--- config.mk ---
export PLATFORM = sky130hd
export DESIGN_NAME = frame_hdr_classifier
export DESIGN_NICKNAME = d
export VERILOG_FILES = /design/src/rtl/hdrcls_pkg.sv /design/src/rtl/hdrcls_hw_counter.sv /design/src/rtl/hdrcls_type_dec.sv /design/src/rtl/hdrcls_parser.sv /design/src/rtl/frame_hdr_classifier.sv
export SDC_FILE = /design/constraint.sdc
export NUM_CORES = 1
export LEC_CHECK = 0
export ABC_AREA = 1
export BUFFER_PORTS_ARGS = -buffer_cell sky130_fd_sc_hd__buf_2
export CAP_MARGIN = 20
export CORE_MARGIN = 2
export CORE_UTILIZATION = 56
export CTS_CLUSTER_SIZE = 30
export DETAILED_ROUTE_END_ITERATION = 12
export PLACE_DENSITY = 0.78
export SYNTH_ARGS = -nofsm -noshare
export SYNTH_HDL_FRONTEND = slang
export SYNTH_SLANG_ARGS = --single-unit
--- constraint.sdc ---
create_clock -name clk -period 2.15 [get_ports clk]
set_clock_uncertainty 0.1 [all_clocks]
set_input_delay 0.43 -clock clk [delete_from_list [all_inputs] [get_ports clk]]
set_output_delay 0.43 -clock clk [all_outputs]
set_load 0.1 [all_outputs]
--- src/rtl/hdrcls_pkg.sv ---
package hdrcls_pkg;

    localparam int HW_W = 16;
    localparam int L2_N = 2;
    localparam int L3_N = 5;
    localparam int L4_N = 3;

    // flag bit positions
    localparam int L2_TYPED  = 0;
    localparam int L2_LENGTH = 1;
    localparam int L3_IPV4   = 0;
    localparam int L3_IPV6   = 1;
    localparam int L4_TCP    = 0;
    localparam int L4_UDP    = 1;
    localparam int L4_ICMP   = 2;

    localparam logic [HW_W-1:0] TYPE_FLOOR = 16'h0600;
    localparam logic [HW_W-1:0] TYPE_VLAN  = 16'h8100;

    // network-layer type codes, indexed by l3 flag bit
    localparam logic [HW_W-1:0] L3_CODES [L3_N] = '{
        16'h0800, 16'h86DD, 16'h0806, 16'h8035, 16'h8137
    };

    localparam logic [7:0] PROTO_TCP   = 8'd6;
    localparam logic [7:0] PROTO_UDP   = 8'd17;
    localparam logic [7:0] PROTO_ICMP4 = 8'd1;
    localparam logic [7:0] PROTO_ICMP6 = 8'd58;

    localparam logic [3:0] MIN_HDR_WORDS = 4'd5;

    // halfword positions
    localparam int TYPE_POS      = 6;
    localparam int TAG_SHIFT     = 2;
    localparam int V4_PROTO_OFS  = 4;
    localparam int V6_NEXT_OFS   = 3;
    localparam int V6_HDR_HW     = 20;
    localparam int UDP_HDR_HW    = 4;
    localparam int TCP_LEN_OFS   = 6;

endpackage

--- src/rtl/hdrcls_hw_counter.sv ---
module hdrcls_hw_counter #(
    parameter int IDX_W = 8
) (
    input  logic             clk,
    input  logic             rst_n,
    input  logic             hw_valid_i,
    input  logic             sof_i,
    output logic             active_o,
    output logic [IDX_W-1:0] cur_idx_o
);

    localparam logic [IDX_W-1:0] IDX_MAX = '1;

    typedef struct packed {
        logic             in_frame;
        logic [IDX_W-1:0] cnt;
    } cnt_st_t;

    cnt_st_t c_d, c_q;

    assign active_o  = hw_valid_i && (sof_i || c_q.in_frame);
    assign cur_idx_o = sof_i ? '0 : c_q.cnt;

    always_comb begin
        c_d = c_q;
        if (active_o) begin
            c_d.in_frame = 1'b1;
            c_d.cnt      = (cur_idx_o == IDX_MAX) ? IDX_MAX : cur_idx_o + IDX_W'(1);
        end
    end

    always_ff @(posedge clk) begin
        if (!rst_n) c_q <= '0;
        else        c_q <= c_d;
    end

    p_sof_restart_r1: assert property (@(posedge clk) disable iff (!rst_n)
        hw_valid_i && sof_i |=> c_q.cnt == IDX_W'(1));

    p_idle_hold_r11: assert property (@(posedge clk) disable iff (!rst_n)
        !hw_valid_i |=> $stable(c_q.cnt));

    p_idx_step_r1: assert property (@(posedge clk) disable iff (!rst_n)
        active_o && !sof_i && c_q.cnt != IDX_MAX |=> c_q.cnt == $past(c_q.cnt) + IDX_W'(1));

endmodule

--- src/rtl/hdrcls_type_dec.sv ---
module hdrcls_type_dec
    import hdrcls_pkg::*;
(
    input  logic [HW_W-1:0] type_word_i,
    output logic [L2_N-1:0] l2_o,
    output logic [L3_N-1:0] l3_o
);

    logic is_length;

    assign is_length = type_word_i < TYPE_FLOOR;
    assign l2_o      = is_length ? (L2_N'(1) << L2_LENGTH) : (L2_N'(1) << L2_TYPED);

    for (genvar k = 0; k < L3_N; k++) begin : g_l3
        assign l3_o[k] = !is_length && (type_word_i == L3_CODES[k]);
    end

endmodule

--- src/rtl/hdrcls_parser.sv ---
module hdrcls_parser
    import hdrcls_pkg::*;
#(
    parameter int IDX_W = 8
) (
    input  logic             clk,
    input  logic             rst_n,
    input  logic             active_i,
    input  logic             sof_i,
    input  logic [IDX_W-1:0] cur_idx_i,
    input  logic [HW_W-1:0]  hw_data_i,
    output logic [L2_N-1:0]  l2_o,
    output logic             vlan_o,
    output logic [L3_N-1:0]  l3_o,
    output logic [L4_N-1:0]  l4_o,
    output logic             csum_tag_o,
    output logic             user_start_o
);

    localparam logic [IDX_W-1:0] TYPE_IDX  = IDX_W'(TYPE_POS);
    localparam logic [IDX_W-1:0] INNER_IDX = IDX_W'(TYPE_POS + TAG_SHIFT);

    typedef struct packed {
        logic [L2_N-1:0]  l2;
        logic             vlan;
        logic [L3_N-1:0]  l3;
        logic [L4_N-1:0]  l4;
        logic [IDX_W-1:0] n_idx;
        logic [IDX_W-1:0] t_idx;
        logic             t_known;
        logic [IDX_W-1:0] u_idx;
        logic             u_known;
    } parse_st_t;

    parse_st_t st_d, st_q;

    logic [L2_N-1:0]  dec_l2;
    logic [L3_N-1:0]  dec_l3;
    logic [3:0]       ihl_eff, doff_eff;
    logic [IDX_W-1:0] ihl_hw, doff_hw;

    hdrcls_type_dec u_type_dec (
        .type_word_i (hw_data_i),
        .l2_o        (dec_l2),
        .l3_o        (dec_l3)
    );

    function automatic logic [L4_N-1:0] map_l4(input logic [7:0] code, input logic is_v6);
        logic [L4_N-1:0] f;
        f          = '0;
        f[L4_TCP]  = (code == PROTO_TCP);
        f[L4_UDP]  = (code == PROTO_UDP);
        f[L4_ICMP] = is_v6 ? (code == PROTO_ICMP6) : (code == PROTO_ICMP4);
        return f;
    endfunction

    assign ihl_eff  = (hw_data_i[11:8]  < MIN_HDR_WORDS) ? MIN_HDR_WORDS : hw_data_i[11:8];
    assign doff_eff = (hw_data_i[15:12] < MIN_HDR_WORDS) ? MIN_HDR_WORDS : hw_data_i[15:12];
    assign ihl_hw   = IDX_W'({ihl_eff, 1'b0});
    assign doff_hw  = IDX_W'({doff_eff, 1'b0});

    always_comb begin
        st_d = st_q;
        if (active_i) begin
            if (sof_i) begin
                st_d = '0;
            end else begin
                // link layer: outer type word, or inner one after a tag
                if (cur_idx_i == TYPE_IDX) begin
                    if (hw_data_i == TYPE_VLAN) begin
                        st_d.vlan = 1'b1;
                    end else begin
                        st_d.l2    = dec_l2;
                        st_d.l3    = dec_l3;
                        st_d.n_idx = cur_idx_i + IDX_W'(1);
                    end
                end
                if (cur_idx_i == INNER_IDX && st_q.vlan) begin
                    st_d.l2    = dec_l2;
                    st_d.l3    = dec_l3;
                    st_d.n_idx = cur_idx_i + IDX_W'(1);
                end
                // network layer: where transport starts
                if (cur_idx_i == st_q.n_idx && st_q.l3[L3_IPV4]) begin
                    st_d.t_idx   = st_q.n_idx + ihl_hw;
                    st_d.t_known = 1'b1;
                end
                if (cur_idx_i == st_q.n_idx && st_q.l3[L3_IPV6]) begin
                    st_d.t_idx   = st_q.n_idx + IDX_W'(V6_HDR_HW);
                    st_d.t_known = 1'b1;
                end
                // network layer: which transport
                if (cur_idx_i == st_q.n_idx + IDX_W'(V4_PROTO_OFS) && st_q.l3[L3_IPV4]) begin
                    st_d.l4 = map_l4(hw_data_i[7:0], 1'b0);
                end
                if (cur_idx_i == st_q.n_idx + IDX_W'(V6_NEXT_OFS) && st_q.l3[L3_IPV6]) begin
                    st_d.l4 = map_l4(hw_data_i[15:8], 1'b1);
                end
                // transport layer: where user data starts
                if (st_q.t_known && st_q.l4[L4_UDP] && cur_idx_i == st_q.t_idx) begin
                    st_d.u_idx   = st_q.t_idx + IDX_W'(UDP_HDR_HW);
                    st_d.u_known = 1'b1;
                end
                if (st_q.t_known && st_q.l4[L4_TCP] &&
                    cur_idx_i == st_q.t_idx + IDX_W'(TCP_LEN_OFS)) begin
                    st_d.u_idx   = st_q.t_idx + doff_hw;
                    st_d.u_known = 1'b1;
                end
            end
        end
    end

    always_ff @(posedge clk) begin
        if (!rst_n) st_q <= '0;
        else        st_q <= st_d;
    end

    assign l2_o   = st_q.l2;
    assign vlan_o = st_q.vlan;
    assign l3_o   = st_q.l3;
    assign l4_o   = st_q.l4;

    assign csum_tag_o   = active_i && !sof_i && st_q.t_known &&
                          (st_q.l4[L4_TCP] || st_q.l4[L4_UDP]) && (cur_idx_i >= st_q.t_idx);
    assign user_start_o = active_i && !sof_i && st_q.u_known && (cur_idx_i == st_q.u_idx);

    p_groups_onehot_r10: assert property (@(posedge clk) disable iff (!rst_n)
        $onehot0(l2_o) && $onehot0(l3_o) && $onehot0(l4_o));

    p_sof_clears_r10: assert property (@(posedge clk) disable iff (!rst_n)
        active_i && sof_i |=> l2_o == '0 && l3_o == '0 && l4_o == '0 && !vlan_o);

    p_length_no_net_r2: assert property (@(posedge clk) disable iff (!rst_n)
        l2_o[L2_LENGTH] |-> l3_o == '0);

    p_l4_needs_ip_r4: assert property (@(posedge clk) disable iff (!rst_n)
        l4_o != '0 |-> (l3_o[L3_IPV4] || l3_o[L3_IPV6]));

    p_user_in_segment_r7: assert property (@(posedge clk) disable iff (!rst_n)
        user_start_o |-> csum_tag_o);

    p_user_single_r8: assert property (@(posedge clk) disable iff (!rst_n)
        user_start_o |=> !user_start_o);

endmodule

--- src/rtl/frame_hdr_classifier.sv ---
module frame_hdr_classifier
    import hdrcls_pkg::*;
#(
    parameter int IDX_W = 8
) (
    input  logic        clk,
    input  logic        rst_n,
    input  logic        sof_i,
    input  logic        hw_valid_i,
    input  logic [15:0] hw_data_i,
    output logic [1:0]  l2_kind_o,
    output logic        vlan_o,
    output logic [4:0]  l3_kind_o,
    output logic [2:0]  l4_kind_o,
    output logic        csum_tag_o,
    output logic        user_start_o
);

    logic             active;
    logic [IDX_W-1:0] cur_idx;

    hdrcls_hw_counter #(.IDX_W(IDX_W)) u_counter (
        .clk        (clk),
        .rst_n      (rst_n),
        .hw_valid_i (hw_valid_i),
        .sof_i      (sof_i),
        .active_o   (active),
        .cur_idx_o  (cur_idx)
    );

    hdrcls_parser #(.IDX_W(IDX_W)) u_parser (
        .clk          (clk),
        .rst_n        (rst_n),
        .active_i     (active),
        .sof_i        (sof_i),
        .cur_idx_i    (cur_idx),
        .hw_data_i    (hw_data_i),
        .l2_o         (l2_kind_o),
        .vlan_o       (vlan_o),
        .l3_o         (l3_kind_o),
        .l4_o         (l4_kind_o),
        .csum_tag_o   (csum_tag_o),
        .user_start_o (user_start_o)
    );

endmodule

# Word level (Yosys, flattened, before mapping)
# Cells that the tools add are included.
# totals
in_bits,20
out_inout_bits,13
register_bits,46
elab_cells,102
# op_classes
mux,21
magnitude_cmp,4
addsub,8
n_reduce_logical,36
n_eq_ne,22
# ops
operator,n
equality test 16 bit (second input constant),4
equality test 8 bit,6
two-way mux 8 bit,6
two-way mux 37 bit,1
two-way mux 9 bit,4
equality test 16 x 12 -> 1 bit (second input constant),2
adder 8 x 3 -> 8 bit (second input constant),3
equality test 8 x 3 -> 1 bit (second input constant),3
logical AND 1 bit,21
adder 8 x 5 -> 8 bit,2
equality test 8 x 5 -> 1 bit (second input constant),2
< comparator 16 x 11 -> 1 bit (second input constant),1
nonzero test 3 bit,4
two-way mux 5 bit,2
adder 8 x 1 -> 8 bit (second input constant),1
adder 8 x 2 -> 8 bit (second input constant),1
adder 8 x 5 -> 8 bit (second input constant),1
equality test 8 x 1 -> 1 bit (second input constant),1
equality test 8 x 4 -> 1 bit (second input constant),1
equality test 8 x 6 -> 1 bit (second input constant),1
equality test 8 bit (second input constant),1
>= comparator 8 bit,1
< comparator 4 x 3 -> 1 bit (second input constant),2
two-way mux 4 bit,2
9 further kinds,18

# Depth between registers and ports, before layout
# Gate-level depths: netlist of run 1.
# logic_depth
word_depth,7
depth_mapped,18

# By module
# A second synthesis of run 1 with hierarchy kept.
# unflattened
hier_cells,741
hier_area_um2,4490.6
# modules_own_cells
mod,area_each_um2,instances,cells_each
hdrcls_parser,3668.5,1,590
hdrcls_hw_counter,571.8,1,86
hdrcls_type_dec,250.2,1,65

# Least setup slack after synthesis of run 1
# No wires, ideal clock.
# synth_path
path_kind,input to output
start,in sof_i
end,out user_start_o
arrival_time_ns,4.036
path_stages,7
slack_ns,-2.416
path_cell_list,buf_6 inv_6 buf_8 nand2_4 xor2_1 nand4_1 nor4_1
# synth_via
elab_chain_len,5
elab_cells_between_ends,8
classes_between,eq/ne: 1; mux: 1; reduce/logical: 6
# synth_rtl
item,line_no,source
start: declaration,frame_hdr_classifier.sv:8,"input logic sof_i,"
branches (longest 4 deep; another with two-way mux 8 bit),--,
logical AND 1 bit *,hdrcls_parser.sv:125,assign user_start_o = active_i && !sof_i && st_q.u_known && (cur_idx_i == st_q.u_idx);
end: declaration,frame_hdr_classifier.sv:16,output logic user_start_o
# Every way passes the cells marked *.

# Worst setup path after layout of run 1
# layout_path
start,reg u_parser.st_q[11] (netlist name)
end,reg u_parser.st_q[8] (netlist name)
# layout_via
elab_chain_len,5
elab_cells_between_ends,12
classes_between,add/sub: 3; eq/ne: 2; mux: 3; reduce/logical: 4
# layout_rtl
item,line_no,source
start: declaration,hdrcls_parser.sv:35,"parse_st_t st_d, st_q;"
start signal: assignment,hdrcls_parser.sv:115,else st_q <= st_d;
adder 8 x 3 -> 8 bit,hdrcls_parser.sv:105,cur_idx_i == st_q.t_idx + IDX_W'(TCP_LEN_OFS)) begin
equality test 8 bit,hdrcls_parser.sv:105,
logical AND 1 bit,hdrcls_parser.sv:104,if (st_q.t_known && st_q.l4[L4_TCP] &&
nonzero test 3 bit (no source line) / two-way mux 9 bit (equally long branches),--,
AND reduction 2 bit (no source line) / two-way mux 37 bit (equally long branches),--,
# Parallel ways exist; a longest one is shown, timed or not. The select of a mux whose other input is x is not followed.
# A chain may end at the register's enable or synchronous reset.

==> impl_metrics.env, run 1 <==
export IMPL_setup_viol=27
export IMPL_max_stage_delay_ns=0.48
export IMPL_synth_top_flop_cell="sky130_fd_sc_hd__dfxtp_1"
export IMPL_minimum_clock_period_after_layout_ns=2.95
export IMPL_design_power_total_mw=2.33
export IMPL_critical_path_cell_chain="inv_2 > buf_4 > ha_4 > inv_1 > nand3_2 > nor2_1 > xnor2_2 > nor2_4 > nand2_4 > buf_6 > nand2_4 > nand2_2 > nand2_2 > nand3_4 > a21oi_2"
export IMPL_timing_hold_violations_final=0
export IMPL_tritoncts_num_sinks=46
export IMPL_core_area_um2=7290
export IMPL_synth_edf_count=0
export IMPL_crit_arrival_ns=3.09
export IMPL_clock_tree_from_tritoncts="yes"
export IMPL_viasPerCell=6.46
export IMPL_postSynthCellCount=675
export IMPL_critical_path_startpoint_type="register"
export IMPL_hpwlAfterDp_um=11000
export IMPL_setup_ws_ns=-0.800
export IMPL_synth_compound_area_share_pct=12.3
export IMPL_timing_critical_path_max_delay_family="simple AND/OR/NAND/NOR gates"
export IMPL_port_buffer_count=32
export IMPL_worstMarginPinSlew_ns=0.726
export IMPL_layout_area_overhead_vs_synth_pct=52.0
export IMPL_synth_seq_area_share_pct=21.7
export IMPL_max_vdd_ir_drop_mv=0.258
export IMPL_critical_path_endpoint_type="register"
export IMPL_starting_density_of_the_core_pct=58.3
export IMPL_globalplace_congestion=0.983
export IMPL_mappedNetlistArea_um2=4250
export IMPL_synth_adder_area_share_pct=8.01
export IMPL_placementRows=31
export IMPL_maxCapViolCount=0
export IMPL_crit_type="register to register"
export IMPL_min_delay_path_class="primary input to register"
export IMPL_fp_dieH_um=91.1
export IMPL_maxClockFrequency_mhz=339
export IMPL_maxSlewViolCount=0
export IMPL_postSynthRegisterBits=46
export IMPL_yosysUniqueCellTypes=46
export IMPL_synth_avg_cell_area_um2=6.29
export IMPL_worst_path_max_fanout=3
export IMPL_gr_usage_all_layers_pct=38.2
export IMPL_grt_overflow=0
export IMPL_routed_wl_um=20300
export IMPL_synthesized_nets=721
export IMPL_synth_simple_gate_area_share_pct=39.7
export IMPL_post_synth_xor_area_fraction_pct=5.54
export IMPL_place_detailed_instances=890
export IMPL_clk_pin_slew_ns=0.11
export IMPL_cp_num_buf_inv=4
export IMPL_power_leakage_nw=2.96
export IMPL_drive_gt1_share_pct=43.2
export IMPL_synthesis_yosys_warnings=0
export IMPL_vias=5971
export IMPL_antenna_found_initial=0
export IMPL_critPathSlowestCell="sky130_fd_sc_hd__nor2_1"
export IMPL_remaining_drc_errors=0
export IMPL_die_w_um=91.1
export IMPL_antenna_cells_inserted=0
export IMPL_pin_count_of_the_biggest_net_entering_global_routing=29
export IMPL_power_density_nw_per_um2=361
export IMPL_maxSlewHeadroom_pct=51.5
export IMPL_netlist_top_cells_count="181 x sky130_fd_sc_hd__nand2_1, 88 x sky130_fd_sc_hd__inv_1, 72 x sky130_fd_sc_hd__nand3_1, 50 x sky130_fd_sc_hd__nor2_1, 46 x sky130_fd_sc_hd__dfxtp_1"
export IMPL_wire_length_of_the_first_global_routing_pass_um=25200
export IMPL_floorplan_die_area_um2=8300
export IMPL_req_time_crit_path_ns=2.29
export IMPL_number_of_buffers_added_by_the_clock_tree_synthesis_step=5
export IMPL_wl_per_cell_um=22.0
export IMPL_final_instance_count_excl_fill=924
export IMPL_drt_pass1_iterations=9
export IMPL_synth_top_family_by_area="simple AND/OR/NAND/NOR gates"
export IMPL_num_nets_final=871
export IMPL_ctsLongestPathBuffers=2
export IMPL_finalHoldWorstSlack_ns=0.292
export IMPL_synth_top_cell_area_share_pct=21.7
export IMPL_grt_setup_unrepaired="yes"
export IMPL_ioPinCount=33
export IMPL_synthMostInstantiatedCell="sky130_fd_sc_hd__nand2_1"
export IMPL_synth_async_sr_flop_share_pct=0
export IMPL_run_status="finished with violations"
export IMPL_fill_cells=361
export IMPL_final_antenna_net_count=0
export IMPL_violated_checks="setup timing"
export IMPL_holdBufCountCts=0
export IMPL_pre_cts_ws_ns=-0.675
export IMPL_yosys_mux_area_fraction_pct=0
export IMPL_drtIter0Drc=860
export IMPL_ff_latch_area_um2=953
export IMPL_htreeDepth=2
export IMPL_layout_worst_path_cycle_share_pct=137
export IMPL_number_of_global_route_vias_before_repair=5258
export IMPL_postLayoutCoreUtil_pct=88.5
export IMPL_root_buf_cell="sky130_fd_sc_hd__clkbuf_8"
export IMPL_worst_skew_pair_late_latency_ns=0.33
export IMPL_yosys_area_top_type="sky130_fd_sc_hd__dfxtp_1"
export IMPL_area_occupied_by_multi_input_gates_um2=3480
export IMPL_yosys_top_cells_area="sky130_fd_sc_hd__dfxtp_1 22%, sky130_fd_sc_hd__nand2_1 16%, sky130_fd_sc_hd__nand3_1 8.5%, sky130_fd_sc_hd__inv_1 7.8%, sky130_fd_sc_hd__ha_1 7.1%"
[metrics by stage]
| step | TNS [ns] | area (um2) |
|---|---|---|
| after floorplan | -2.25 | 4350 |
| after global placement | -16.31 | 5330 |
| after detailed placement | -17.30 | 5330 |
| after CTS | -0.487 | 5830 |
| after global routing | -9.61 | 6460 |
| final | -7.79 | 6460 |
[registers in the layout (all words and copies together), names as in the netlist]
signal           count
u_parser.vlan_o      1
u_parser.l2_o        2
u_parser.l3_o        5
u_parser.l4_o        3
u_counter.c_q        9
u_parser.st_q       26
[report_power, final]
group	switching [mW]	internal, mW	total (mW)
registers	0.0211	0.867	0.888
logic	0.429	0.303	0.731
clock network	0.336	0.373	0.709
total	0.786	1.54	2.33
[repair_timing]
| item | in CTS | in global routing |
|---|---|---|
| endpoints found under the setup margin | 39 | 40 |
| resized for setup | 81 | 138 |
| pin swaps | 26 | 60 |
| setup buffers | 10 | 19 |
| cloned | 0 | 2 |
[routing by layer]
layer	track usage [%]	wire, um	share of wire (%)	up-vias
met5	0	0	0	-
met3	8.55	2690	13	223
met2	65.5	8900	44	540
met4	20.6	2230	11	0
met1	44.0	6530	32	2702
li1	-	-	-	2506
[layout make-up]
type                       instances  share of cell area [%]
clock buffer                       6                    1.28
clock inverter                     1                   0.465
inverter                          93                    5.87
multi-input combinational        507                    53.9
sequential                        46                    14.8
tap                               99                    1.92
timing repair buffer             172                    21.8
[layout by cell type (no fill, tap or decap), types with 12 or more instances in the layout]
cell type / instances
sky130_fd_sc_hd__nand3_1: 51
sky130_fd_sc_hd__xor2_1: 18
sky130_fd_sc_hd__nand3_2: 19
sky130_fd_sc_hd__inv_2: 19
sky130_fd_sc_hd__dfxtp_1: 30
sky130_fd_sc_hd__ha_1: 13
sky130_fd_sc_hd__buf_6: 18
sky130_fd_sc_hd__nand2_1: 151
sky130_fd_sc_hd__nor2_1: 36
sky130_fd_sc_hd__nor3_1: 12
sky130_fd_sc_hd__buf_4: 114
sky130_fd_sc_hd__a21oi_1: 28
sky130_fd_sc_hd__buf_2: 30
sky130_fd_sc_hd__nand4_1: 18
sky130_fd_sc_hd__nand2_2: 30
sky130_fd_sc_hd__a21oi_2: 15
sky130_fd_sc_hd__inv_1: 69
[tightest hold or removal path, stage by stage]
cell and delay, ns:
sky130_fd_sc_hd__buf_2 0.15, sky130_fd_sc_hd__o221ai_1 0.08, sky130_fd_sc_hd__inv_1 0.04
[kinds of logic after synthesis]
family                     count (synthesis)
AOI/OAI and AO/OA                         86
xor gates and xnor gates                  26
adders and majority gates                 26
buffers and inverters                    122
DFF                                       46
and+or+nand+nor                          369
[worst paths after layout]
path,startpoint,endpoint,slack (ns),depth (start not counted)
max,u_parser.st_q[11]$_SDFFE_PN0P_,u_parser.st_q[8]$_SDFFE_PN0P_,-0.80,15
min,rst_n,u_counter.c_q[0]$_SDFFE_PN0P_,0.29,3
max reg2reg,u_parser.st_q[11]$_SDFFE_PN0P_,u_parser.st_q[8]$_SDFFE_PN0P_,-0.80,15
min reg2reg,u_parser.l3_o[3]$_SDFFE_PN0P_,u_parser.l3_o[3]$_SDFFE_PN0P_,0.37,2
Note: power is estimated with default switching activity, not from simulation.
==> run 2: changes to the inputs <==
--- a/config.mk
+++ b/config.mk
@@ -5,14 +5,13 @@
 export SDC_FILE = /design/constraint.sdc
 export NUM_CORES = 1
 export LEC_CHECK = 0
-export ABC_AREA = 1
 export BUFFER_PORTS_ARGS = -buffer_cell sky130_fd_sc_hd__buf_2
 export CAP_MARGIN = 20
 export CORE_MARGIN = 2
-export CORE_UTILIZATION = 56
+export CORE_UTILIZATION = 55
 export CTS_CLUSTER_SIZE = 30
 export DETAILED_ROUTE_END_ITERATION = 12
-export PLACE_DENSITY = 0.78
+export PLACE_DENSITY = 0.77
 export SYNTH_ARGS = -nofsm -noshare
 export SYNTH_HDL_FRONTEND = slang
 export SYNTH_SLANG_ARGS = --single-unit
==> constraint.sdc (replaced) <==
create_clock -name clk -period 2.15 [get_ports clk]
set_clock_uncertainty 0.1 [all_clocks]
set_input_delay 0.43 -clock clk [delete_from_list [all_inputs] [get_ports clk]]
set_output_delay 0.43 -clock clk [all_outputs]
set_load 0.05 [all_outputs]
==> impl_metrics.env, run 2 <==
export IMPL_ctsLongestPathBuffers=2
export IMPL_fill_cells=265
export IMPL_die_w_um=89.6
export IMPL_synth_simple_gate_area_share_pct=25.8
export IMPL_yosys_mux_area_fraction_pct=5.34
export IMPL_drt_pass1_iterations=11
export IMPL_num_nets_final=711
export IMPL_gr_usage_all_layers_pct=42.9
export IMPL_layout_cells_most_common="sky130_fd_sc_hd__buf_4"
export IMPL_maxSlewViolCount=0
export IMPL_placementRows=31
export IMPL_drtIter0Drc=1124
export IMPL_grt_setup_unrepaired="yes"
export IMPL_starting_density_of_the_core_pct=56.1
export IMPL_netlist_top_cells_count="46 x sky130_fd_sc_hd__dfxtp_1, 26 x sky130_fd_sc_hd__nor2b_1, 25 x sky130_fd_sc_hd__a21oi_1, 25 x sky130_fd_sc_hd__inv_1"
export IMPL_violated_checks="setup timing"
export IMPL_timing_hold_violations_final=0
export IMPL_synth_async_sr_flop_share_pct=0
export IMPL_maxClockFrequency_mhz=355
export IMPL_critPathSlowestCell="sky130_fd_sc_hd__or4b_1"
export IMPL_post_synth_xor_area_fraction_pct=9.22
export IMPL_maxCapViolCount=0
export IMPL_worst_hold_path_num_cells=4
export IMPL_area_post_placement_um2=5310
export IMPL_min_to="u_parser.l3_o[0]$_SDFFE_PN0P_"
export IMPL_run_status="finished with violations"
export IMPL_yosysUniqueCellTypes=75
export IMPL_critical_path_cell_chain="nor2b_4 > inv_2 > ha_4 > nand4b_1 > a211o_1 > nor3_1 > buf_4 > a2111oi_2 > buf_4 > or4b_1 > nand3_1"
export IMPL_final_antenna_net_count=0
export IMPL_power_density_nw_per_um2=337
export IMPL_finalHoldWorstSlack_ns=0.410
export IMPL_grt_overflow=0
export IMPL_setup_viol=37
export IMPL_minimum_clock_period_after_layout_ns=2.82
export IMPL_setup_total_negative_slack_ns=-11.84
export IMPL_synthesized_nets=552
export IMPL_power_leakage_nw=2.63
export IMPL_max_stage_delay_ns=0.49
export IMPL_worst_skew_pair_late_latency_ns=0.33
export IMPL_timing_critical_path_max_delay_family="simple AND/OR/NAND/NOR gates"
export IMPL_synth_top_family_by_area="simple AND/OR/NAND/NOR gates"
export IMPL_layout_area_overhead_vs_synth_pct=56.5
export IMPL_req_time_crit_path_ns=2.31
export IMPL_setup_ws_ns=-0.669
export IMPL_yosys_area_top_type="sky130_fd_sc_hd__dfxtp_1"
export IMPL_antenna_found_initial=1
export IMPL_postLayoutCoreUtil_pct=87.8
export IMPL_min_delay_path_class="primary input to register"
export IMPL_maxSlewHeadroom_pct=27.3
export IMPL_hpwlAfterDp_um=10600
export IMPL_synth_top_flop_cell="sky130_fd_sc_hd__dfxtp_1"
export IMPL_mappedNetlistArea_um2=4030
export IMPL_htreeDepth=2
export IMPL_viasPerCell=7.44
export IMPL_postSynthCellCount=506
export IMPL_wl_per_cell_um=29.1
export IMPL_largest_register_ff_count=26
export IMPL_critical_path_endpoint_type="register"
export IMPL_vias=5688
export IMPL_top_register="u_parser.st_q"
export IMPL_cp_num_buf_inv=3
export IMPL_max_vdd_ir_drop_mv=0.302
export IMPL_fp_dieH_um=89.6
export IMPL_design_power_total_mw=2.12
export IMPL_wire_length_of_the_first_global_routing_pass_um=25700
export IMPL_synth_top_cell_area_share_pct=22.9
export IMPL_tritoncts_num_sinks=46
export IMPL_remaining_drc_errors=0
export IMPL_port_buffer_count=32
export IMPL_worstMarginPinSlew_ns=1.08
export IMPL_yosys_top_cells_area="sky130_fd_sc_hd__dfxtp_1 23%, sky130_fd_sc_hd__ha_1 7.5%, sky130_fd_sc_hd__xnor2_1 4.8%, sky130_fd_sc_hd__mux2i_1 4.2%, sky130_fd_sc_hd__nor2b_1 4.0%"
export IMPL_reg2reg_launch_point="u_counter.c_q[0]$_SDFFE_PN0P_"
export IMPL_synth_avg_cell_area_um2=7.96
export IMPL_worst_r2r_endpoint="u_parser.st_q[8]$_SDFFE_PN0P_"
export IMPL_holdBufCountCts=0
export IMPL_clk_pin_slew_ns=0.10
export IMPL_core_area_um2=7180
export IMPL_synth_adder_area_share_pct=8.70
export IMPL_routed_wl_um=22300
export IMPL_crit_type="register to register"
export IMPL_worst_path_max_fanout=5
export IMPL_clock_tree_from_tritoncts="yes"
export IMPL_worst_hold_startpoint="hw_data_i[2]"
export IMPL_synthMostInstantiatedCell="sky130_fd_sc_hd__dfxtp_1"
export IMPL_ioPinCount=33
export IMPL_floorplan_die_area_um2=8030
export IMPL_globalplace_congestion=1.00
export IMPL_drive_gt1_share_pct=49.5
export IMPL_number_of_buffers_added_by_the_clock_tree_synthesis_step=5
export IMPL_r2r_worst_path_cells=11
export IMPL_synth_seq_area_share_pct=22.9
export IMPL_synth_compound_area_share_pct=20.2
export IMPL_crit_arrival_ns=2.98
export IMPL_layout_worst_path_cycle_share_pct=131
export IMPL_most_common_layout_cells="133 x sky130_fd_sc_hd__buf_4, 32 x sky130_fd_sc_hd__dfxtp_1, 29 x sky130_fd_sc_hd__buf_6, 29 x sky130_fd_sc_hd__buf_2, 23 x sky130_fd_sc_hd__nand2_1"
export IMPL_postSynthRegisterBits=46
export IMPL_root_buf_cell="sky130_fd_sc_hd__clkbuf_8"
export IMPL_critical_path_startpoint_type="register"
export IMPL_synth_edf_count=0
export IMPL_reg2reg_setup_slack_ns=-0.67
export IMPL_pin_count_of_the_biggest_net_entering_global_routing=21
export IMPL_antenna_cells_inserted=0
export IMPL_critical_path_most_common_cell="sky130_fd_sc_hd__buf_4"
export IMPL_finalInstanceArea_um2=6300
export IMPL_number_of_global_route_vias_before_repair=4982
export IMPL_synthesis_yosys_warnings=0
-- run 2: changes by cell type after synthesis, sizes merged, moves of 13 or more --
| cell | previous run | this run |
|---|---|---|
| nand2 | 194 | 23 |
| inv | 92 | 26 |
| nand3 | 73 | 20 |
| nor2 | 57 | 24 |
| nor2b | 0 | 26 |
| a21oi | 46 | 25 |
| xnor2 | 5 | 23 |
| clkbuf | 6 | 23 |
| mux2i | 0 | 17 |
| o21ai | 14 | 27 |
-- run 2: worst reg2reg max path, cell delays in order, from the launching register on --
cell and delay, ns:
sky130_fd_sc_hd__dfxtp_2 0.36, sky130_fd_sc_hd__nor2b_4 0.16, sky130_fd_sc_hd__inv_2 0.06, sky130_fd_sc_hd__ha_4 0.27, sky130_fd_sc_hd__nand4b_1 0.09, sky130_fd_sc_hd__a211o_1 0.31, sky130_fd_sc_hd__nor3_1 0.35, sky130_fd_sc_hd__buf_4 0.22
sky130_fd_sc_hd__a2111oi_2 0.08, sky130_fd_sc_hd__buf_4 0.16, sky130_fd_sc_hd__or4b_1 0.49, sky130_fd_sc_hd__nand3_1 0.11
-- run 2: report_power, final --
part | total, mW | switching (mW) | internal, mW
Clock | 0.608 | 0.347 | 0.261
Sequential | 0.875 | 0.0143 | 0.861
Combinational | 0.639 | 0.360 | 0.279
-- run 2: cells by family after synthesis --
| group | after synthesis |
|---|---|
| fa+ha+maj | 27 |
| simple gates | 182 |
| xor+xnor | 40 |
| mux | 21 |
| flops | 46 |
| compound gates | 121 |
| buf+inv | 69 |
-- run 2: cell type report --
| cell class | instances | area, um2 | area share (%) |
|---|---|---|---|
| Inverter | 26 | 104 | 1.65 |
| Clock inverter | 1 | 5.00 | 0.0794 |
| Sequential cell | 46 | 948 | 15.0 |
| Clock buffer | 7 | 86.3 | 1.37 |
| Multi-Input combinational cell | 391 | 3490 | 55.4 |
| Tap cell | 99 | 124 | 1.97 |
| Timing Repair Buffer | 195 | 1550 | 24.5 |
-- run 2: what timing repair did --
action	4_1_cts	5_1_grt
resized for setup	102	71
cloned	1	1
buffers inserted	9	15
endpoints found under the hold margin	0	0
endpoints found under the setup margin	38	35
pin swaps	35	43
-- run 2: worst max path at each step --
stage	from	end	depth (start not counted)
final	u_counter.c_q[0]$_SDFFE_PN0P_	u_parser.st_q[8]$_SDFFE_PN0P_	11
after global routing	u_counter.c_q[3]$_SDFFE_PN0P_	csum_tag_o	8
after floorplan	sof_i	u_parser.st_q[1]$_SDFFE_PN0P_	14
after CTS	u_counter.c_q[1]$_SDFFE_PN0P_	csum_tag_o	10
after global placement	sof_i	u_parser.st_q[3]$_SDFFE_PN0P_	9
after detailed placement	sof_i	u_parser.st_q[7]$_SDFFE_PN0P_	9
-- run 2: per-stage QoR --
step	cells	setup slack [ns]
6_report	765	-0.669
5_1_grt	765	-0.669
4_1_cts	756	-0.524
3_5_place_dp	739	-0.728
3_3_place_gp	739	-0.655
2_1_floorplan	506	-0.890
-- run 2: metal layers --
metal / share of wire, % / global-route usage [%] / vias to the layer above
li1: - / - / 2142
met1: 32 / 51.0 / 2541
met2: 41 / 68.8 / 700
met3: 16 / 11.8 / 303
met4: 11 / 25.9 / 2
met5: 0.067 / 0 / -
